<file path="src/rtl/grp_pkg.sv">
package grp_pkg;
  localparam int OPW  = 8;
  localparam int SUBW = 3;

  localparam logic [OPW-1:0]  OPC_INDIRECT = 8'hFF;
  localparam logic [OPW-1:0]  OPC_POP_RM   = 8'h8F;
  localparam logic [OPW-1:0]  OPC_UNARY    = 8'hF7;

  localparam logic [SUBW-1:0] SUB_JUMP   = 3'd4;
  localparam logic [SUBW-1:0] SUB_PUSH   = 3'd6;
  localparam logic [SUBW-1:0] SUB_POP    = 3'd0;
  localparam logic [SUBW-1:0] SUB_INVERT = 3'd2;

  typedef enum logic [2:0] {
    OPK_JUMP, OPK_PUSH, OPK_POP, OPK_INVERT, OPK_BAD
  } opkind_e;

  typedef enum logic [2:0] {
    ST_IDLE, ST_RD_REQ, ST_RD_WAIT, ST_WR_REQ, ST_FIN
  } state_e;
endpackage

</file>
<file path="src/rtl/grp_decode.sv">
module grp_decode
  import grp_pkg::*;
(
  input  logic [OPW-1:0]  opcode,
  input  logic [SUBW-1:0] subop,
  output opkind_e         kind
);
  always_comb begin
    kind = OPK_BAD;
    unique case (opcode)
      OPC_INDIRECT: begin
        if (subop == SUB_JUMP)      kind = OPK_JUMP;
        else if (subop == SUB_PUSH) kind = OPK_PUSH;
      end
      OPC_POP_RM: begin
        if (subop == SUB_POP) kind = OPK_POP;
      end
      OPC_UNARY: begin
        if (subop == SUB_INVERT) kind = OPK_INVERT;
      end
      default: kind = OPK_BAD;
    endcase
  end
endmodule

</file>
<file path="src/rtl/grp_regs.sv">
module grp_regs #(
  parameter int          XLEN     = 32,
  parameter int          LW       = 4,
  parameter logic [31:0] RESET_IP = 32'h1,
  parameter logic [31:0] RESET_SP = 32'h80
) (
  input  logic            clk,
  input  logic            rst_n,
  input  logic            sp_dec,
  input  logic            sp_inc,
  input  logic            ip_load,
  input  logic [XLEN-1:0] ip_load_val,
  input  logic            ip_adv,
  input  logic [LW-1:0]   adv_len,
  output logic [XLEN-1:0] sp,
  output logic [XLEN-1:0] ip,
  output logic [XLEN-1:0] sp_below
);
  localparam int              WORD_BYTES = XLEN / 8;
  localparam logic [XLEN-1:0] STEP       = XLEN'(WORD_BYTES);

  assign sp_below = sp - STEP;

  always_ff @(posedge clk or negedge rst_n) begin
    if (!rst_n) begin
      sp <= XLEN'(RESET_SP);
    end else if (sp_dec) begin
      sp <= sp_below;
    end else if (sp_inc) begin
      sp <= sp + STEP;
    end
  end

  always_ff @(posedge clk or negedge rst_n) begin
    if (!rst_n) begin
      ip <= XLEN'(RESET_IP);
    end else if (ip_load) begin
      ip <= ip_load_val;
    end else if (ip_adv) begin
      ip <= ip + {{(XLEN-LW){1'b0}}, adv_len};
    end
  end
endmodule

</file>
<file path="src/rtl/grp_ctrl.sv">
module grp_ctrl
  import grp_pkg::*;
#(
  parameter int XLEN = 32,
  parameter int LW   = 4
) (
  input  logic            clk,
  input  logic            rst_n,
  input  logic            cmd_valid,
  output logic            cmd_ready,
  input  opkind_e         kind,
  input  logic [XLEN-1:0] cmd_ea,
  input  logic [LW-1:0]   cmd_len,
  input  logic [XLEN-1:0] sp,
  input  logic [XLEN-1:0] sp_below,
  output logic            mem_req_valid,
  input  logic            mem_req_ready,
  output logic            mem_req_we,
  output logic [XLEN-1:0] mem_req_addr,
  output logic [XLEN-1:0] mem_req_wdata,
  input  logic            mem_rsp_valid,
  input  logic [XLEN-1:0] mem_rsp_data,
  output logic            sp_dec,
  output logic            sp_inc,
  output logic            ip_load,
  output logic [XLEN-1:0] ip_load_val,
  output logic            ip_adv,
  output logic [LW-1:0]   adv_len,
  output logic            done,
  output logic            illegal
);
  state_e          st_q;
  opkind_e         kind_q;
  logic [XLEN-1:0] ea_q;
  logic [XLEN-1:0] data_q;
  logic [LW-1:0]   len_q;
  logic            bad_q;
  logic            cmd_fire;
  logic            wr_fire;

  assign cmd_ready = (st_q == ST_IDLE);
  assign cmd_fire  = cmd_valid && cmd_ready;
  assign wr_fire   = (st_q == ST_WR_REQ) && mem_req_ready;
  assign done      = (st_q == ST_FIN);
  assign illegal   = done && bad_q;

  always_comb begin
    mem_req_valid = 1'b0;
    mem_req_we    = 1'b0;
    mem_req_addr  = ea_q;
    mem_req_wdata = (kind_q == OPK_INVERT) ? ~data_q : data_q;
    if (st_q == ST_RD_REQ) begin
      mem_req_valid = 1'b1;
      mem_req_addr  = (kind_q == OPK_POP) ? sp : ea_q;
    end else if (st_q == ST_WR_REQ) begin
      mem_req_valid = 1'b1;
      mem_req_we    = 1'b1;
      mem_req_addr  = (kind_q == OPK_PUSH) ? sp_below : ea_q;
    end
  end

  assign ip_load     = (st_q == ST_RD_WAIT) && mem_rsp_valid && (kind_q == OPK_JUMP);
  assign ip_load_val = mem_rsp_data;
  assign sp_dec      = wr_fire && (kind_q == OPK_PUSH);
  assign sp_inc      = wr_fire && (kind_q == OPK_POP);
  assign ip_adv      = wr_fire;
  assign adv_len     = len_q;

  always_ff @(posedge clk or negedge rst_n) begin
    if (!rst_n) begin
      st_q   <= ST_IDLE;
      kind_q <= OPK_BAD;
      ea_q   <= '0;
      data_q <= '0;
      len_q  <= '0;
      bad_q  <= 1'b0;
    end else begin
      unique case (st_q)
        ST_IDLE: begin
          if (cmd_fire) begin
            kind_q <= kind;
            ea_q   <= cmd_ea;
            len_q  <= cmd_len;
            bad_q  <= (kind == OPK_BAD);
            st_q   <= (kind == OPK_BAD) ? ST_FIN : ST_RD_REQ;
          end
        end
        ST_RD_REQ: begin
          if (mem_req_ready) st_q <= ST_RD_WAIT;
        end
        ST_RD_WAIT: begin
          if (mem_rsp_valid) begin
            data_q <= mem_rsp_data;
            st_q   <= (kind_q == OPK_JUMP) ? ST_FIN : ST_WR_REQ;
          end
        end
        ST_WR_REQ: begin
          if (mem_req_ready) st_q <= ST_FIN;
        end
        ST_FIN: begin
          st_q <= ST_IDLE;
        end
        default: st_q <= ST_IDLE;
      endcase
    end
  end
endmodule

</file>
<file path="src/rtl/grp_unit.sv">
module grp_unit
  import grp_pkg::*;
#(
  parameter int          XLEN     = 32,
  parameter int          LW       = 4,
  parameter logic [31:0] RESET_IP = 32'h1,
  parameter logic [31:0] RESET_SP = 32'h80
) (
  input  logic            clk,
  input  logic            rst_n,
  input  logic            cmd_valid,
  output logic            cmd_ready,
  input  logic [7:0]      cmd_opcode,
  input  logic [2:0]      cmd_subop,
  input  logic [XLEN-1:0] cmd_ea,
  input  logic [LW-1:0]   cmd_len,
  output logic            mem_req_valid,
  input  logic            mem_req_ready,
  output logic            mem_req_we,
  output logic [XLEN-1:0] mem_req_addr,
  output logic [XLEN-1:0] mem_req_wdata,
  input  logic            mem_rsp_valid,
  input  logic [XLEN-1:0] mem_rsp_data,
  output logic            done_o,
  output logic            illegal_o,
  output logic [XLEN-1:0] ip_o,
  output logic [XLEN-1:0] sp_o
);
  opkind_e         kind;
  logic            sp_dec, sp_inc, ip_load, ip_adv;
  logic [XLEN-1:0] ip_load_val, sp_below;
  logic [LW-1:0]   adv_len;

  grp_decode u_dec (
    .opcode (cmd_opcode),
    .subop  (cmd_subop),
    .kind   (kind)
  );

  grp_regs #(
    .XLEN(XLEN), .LW(LW), .RESET_IP(RESET_IP), .RESET_SP(RESET_SP)
  ) u_regs (
    .clk         (clk),
    .rst_n       (rst_n),
    .sp_dec      (sp_dec),
    .sp_inc      (sp_inc),
    .ip_load     (ip_load),
    .ip_load_val (ip_load_val),
    .ip_adv      (ip_adv),
    .adv_len     (adv_len),
    .sp          (sp_o),
    .ip          (ip_o),
    .sp_below    (sp_below)
  );

  grp_ctrl #(.XLEN(XLEN), .LW(LW)) u_ctrl (
    .clk           (clk),
    .rst_n         (rst_n),
    .cmd_valid     (cmd_valid),
    .cmd_ready     (cmd_ready),
    .kind          (kind),
    .cmd_ea        (cmd_ea),
    .cmd_len       (cmd_len),
    .sp            (sp_o),
    .sp_below      (sp_below),
    .mem_req_valid (mem_req_valid),
    .mem_req_ready (mem_req_ready),
    .mem_req_we    (mem_req_we),
    .mem_req_addr  (mem_req_addr),
    .mem_req_wdata (mem_req_wdata),
    .mem_rsp_valid (mem_rsp_valid),
    .mem_rsp_data  (mem_rsp_data),
    .sp_dec        (sp_dec),
    .sp_inc        (sp_inc),
    .ip_load       (ip_load),
    .ip_load_val   (ip_load_val),
    .ip_adv        (ip_adv),
    .adv_len       (adv_len),
    .done          (done_o),
    .illegal       (illegal_o)
  );
endmodule

</file>
<file path="config.mk">
export PLATFORM = sky130hd
export DESIGN_NAME = grp_unit
export DESIGN_NICKNAME = d
export VERILOG_FILES = /design/src/rtl/grp_pkg.sv /design/src/rtl/grp_decode.sv /design/src/rtl/grp_regs.sv /design/src/rtl/grp_ctrl.sv /design/src/rtl/grp_unit.sv
export SDC_FILE = /design/constraint.sdc
export NUM_CORES = 1
export LEC_CHECK = 0
export BUFFER_PORTS_ARGS = -buffer_cell sky130_fd_sc_hd__clkbuf_2
export CAP_MARGIN = 20
export CORE_MARGIN = 2
export CORE_UTILIZATION = 55
export CTS_CLUSTER_DIAMETER = 100
export DETAILED_ROUTE_END_ITERATION = 6
export GPL_ROUTABILITY_DRIVEN = 0
export PLACE_DENSITY = 0.83
export SLEW_MARGIN = 20
export SYNTH_ARGS = -nofsm -noshare
export SYNTH_HDL_FRONTEND = slang
export SYNTH_SLANG_ARGS = --single-unit
</file>
<file path="constraint.sdc">
create_clock -name clk -period 4.3 [get_ports clk]
set_input_delay 0.215 -clock clk [delete_from_list [all_inputs] [get_ports clk]]
set_output_delay 0.215 -clock clk [all_outputs]
set_load 0.005 [all_outputs]
</file>
==> reports/metrics.csv <==
metric,value,unit
outcome,"complete, no violations",
YS warnings,0,
Post-Route Utilization,0.687,
Leak,0.00450,µW
Die Ht,126,µm
all-layer global routing usage,0.293,
Placeable Area,14500,µm²
vias per cell,6.10,
Worst Path Required,4.09,ns
Final Hold Fails,0,
GR Overflow Total,0,
"Slew Viols, Final",0,
Mapped Area,8170,µm²
hpwl dp,16300,µm
Async SR Flop Fraction,1.00,
Clock Sinks,137,
reg2reg end,u_regs.ip[26]$_DFFE_PN0P_,
register area share after synthesis,0.420,
CTS Buf Count,17,
share of layout cells above drive strength 1,0.329,
"Top FF cell, synth",dfrtp_1,
hold path endpoint,u_ctrl.ea_q[16]$_DFFE_PN0P_,
Max-Cap Viols,0,
worst setup margin,0.550,ns
Max IR drop VDD,343,µV
Reg2Reg Depth,8,
fin nets,1139,
worst hold start,cmd_ea[16],
IO buf count,214,
TNS Setup,0,ns
Remaining DRCs,0,
CP arrival,3.54,ns
Yosys cell types,69,
fmax,0.267,GHz
Area Growth Syn to Fin,22.1,%
first-pass GRT wire length,37200,µm
met3 GRT Util,0.0599,
drt wl/cell,18.8,µm
skew final,0.00968,ns
kind of start point of the critical path,register,
Cells after Synth,867,
worst skew pair latency,0.43,ns
pwr dens,439,nW/µm²
antenna violations before repair,0,
I/O Pins,217,
pre-CTS setup slack,1.09,ns
Via Count,7593,
number of enable flip-flop cells after synthesis,0,
die width,126,µm
Worst setup EP type,output port,
Slew HR,0.281,
Worst-Margin Slew,1.07,ns
Yosys top cell by area,dfrtp_1,
crit path kind,reg2out,
HP Class,in2reg,
postcts setup bufs,0,
Final period util,0.872,
GR Util met2,0.459,
post-synth top area share,0.410,
RSZ-0062 raised after global routing,false,
Starting Density,0.562,
vias in the first global route,7318,
largest net degree at the start of global routing,109,
Worst Path Max Fanout,21,
Reg2Reg Launch Point,u_regs.ip[0]$_DFFE_PN1P_,
R2R Setup Slk,1.24,ns
Die ar.,15900,µm²
Syn Area/Cell,9.43,µm²
clock slew at reported path FFs,0.06,ns
CTS tree,built,
PostCTS Resize Cnt,0,
FP Rows,44,
hold path cells,2,
Starting DRT DRC Count,812,
H-tree levels,4,
Final ANT Viol Nets,0,
Hold Worst Slack,0.0165,ns
Post-Route WL,23400,µm
"top cells by area, synth","dfrtp_1 (41%), mux2_2 (9.2%), xnor2_1 (7.3%)",
number of synthesized register bits,137,
CTS max path bufs,2,
fill count,1143,
diodes inserted,0,
grt peak-use layer,met2,
Root Buffer,clkbuf_16,
First-pass DRT Iterations,6,
total power draw,4390,µW
GRT met1 Usage,0.397,
post-layout min period,3.75,ns
setup violators final,0,
-- power by group --
group	switching (µW)	internal (µW)
registers	224	1570
logic	472	621
clock network	610	884
-- layer usage --
layer | vias up | part of all wire | wire, µm
li1 | 3516 | - | -
met1 | 3627 | 0.42 | 9880
met2 | 385 | 0.46 | 10800
met3 | 65 | 0.081 | 1890
met4 | 0 | 0.032 | 745
met5 | - | 0 | 0
-- final cells by class --
| class | instances | area, µm² | area share |
|---|---|---|---|
| multi-input cells | 640 | 4420 | 0.443 |
| flip-flops and latches | 137 | 3430 | 0.344 |
| repair buffers | 230 | 1210 | 0.122 |
| clock buffers | 18 | 439 | 0.0440 |
| well taps | 184 | 230 | 0.0231 |
| clock inverters | 14 | 163 | 0.0163 |
| inverters | 22 | 82.6 | 0.00827 |
-- stage by stage --
step / instances / instance area (µm²)
2_1_floorplan: 868 / 8180
3_3_place_gp: 1209 / 9330
3_5_place_dp: 1209 / 9330
4_1_cts: 1244 / 9960
5_1_grt: 1245 / 9980
6_report: 1245 / 9980
-- synth_stat cells (7+ instances only) --
cell type	n
nor4_1	22
dfrtp_1	134
buf_2	9
nor3_1	23
xnor2_1	68
nand4_1	21
a31oi_1	7
inv_1	22
mux2_2	67
xor2_1	17
or3_1	11
nand2_1	74
o22ai_1	10
a21oi_1	36
nand2b_1	7
o21ai_0	48
and3_1	11
nor2_1	62
clkbuf_1	53
o32ai_1	8
and4_1	11
nand3_1	26
-- critical path: stages (launching register included) --
cell and delay (ns):
dfrtp_1 0.70, nand2b_1 0.21, or4_1 0.92, nand2_1 0.70, o32ai_1 0.20, nor3_1 0.22, clkbuf_2 0.14
-- how the worst max path moves through the flow --
stage	slack, ns	cells after the start	startpoint	endpoint
final	0.55	6	u_ctrl.st_q[0]$_DFFE_PN0P_	mem_req_addr[29]
after global routing	0.37	6	u_ctrl.st_q[0]$_DFFE_PN0P_	mem_req_addr[29]
after CTS	0.60	6	u_ctrl.st_q[0]$_DFFE_PN0P_	mem_req_addr[29]
after detailed placement	1.09	6	u_ctrl.st_q[0]$_DFFE_PN0P_	mem_req_addr[29]
after global placement	1.18	6	u_ctrl.st_q[0]$_DFFE_PN0P_	mem_req_addr[29]
after floorplan	1.44	8	u_regs.ip[0]$_DFFE_PN1P_	u_regs.ip[26]$_DFFE_PN0P_
-- cells in the final DEF, fill, tap and decap left out, types with 12 or more instances in the layout --
cell type,n
buf_4,12
a21oi_1,36
nand4_1,21
xor2_1,17
nor4_1,21
clkbuf_2,213
nor3_1,22
nand3_1,26
clkbuf_16,17
dfrtp_1,134
inv_1,22
o21ai_0,48
nor2_1,62
xnor2_1,68
mux2_2,67
nand2_1,74
-- flip-flops by register name (all words and copies together), names as in the netlist --
register and count:
u_ctrl.kind_q 3, u_ctrl.st_q 3, u_ctrl.data_q 32, u_regs.sp 30, u_ctrl.adv_len 4, u_ctrl.ea_q 32
u_ctrl.bad_q 1, u_regs.ip 32
-- what timing repair did --
action,CTS,global route
endpoints found under the setup margin,0,0
hold buffers,3,0
endpoints found under the hold margin,104,0
-- cells by family (layout without fill, tap and decap cells) --
logic type | count (synthesis) | after routing | synth area share
AOI/OAI and AO/OA | 170 | 170 | 0.137
and+or+nand+nor | 306 | 306 | 0.199
adders and majority gates | 7 | 7 | 0.0116
muxes | 70 | 70 | 0.0960
buffers and inverters | 91 | 284 | 0.0441
DFF | 137 | 137 | 0.420
xor gates and xnor gates | 85 | 85 | 0.0911
other | 1 | 2 | 0.000459
Power figures use the tool's default switching activity.
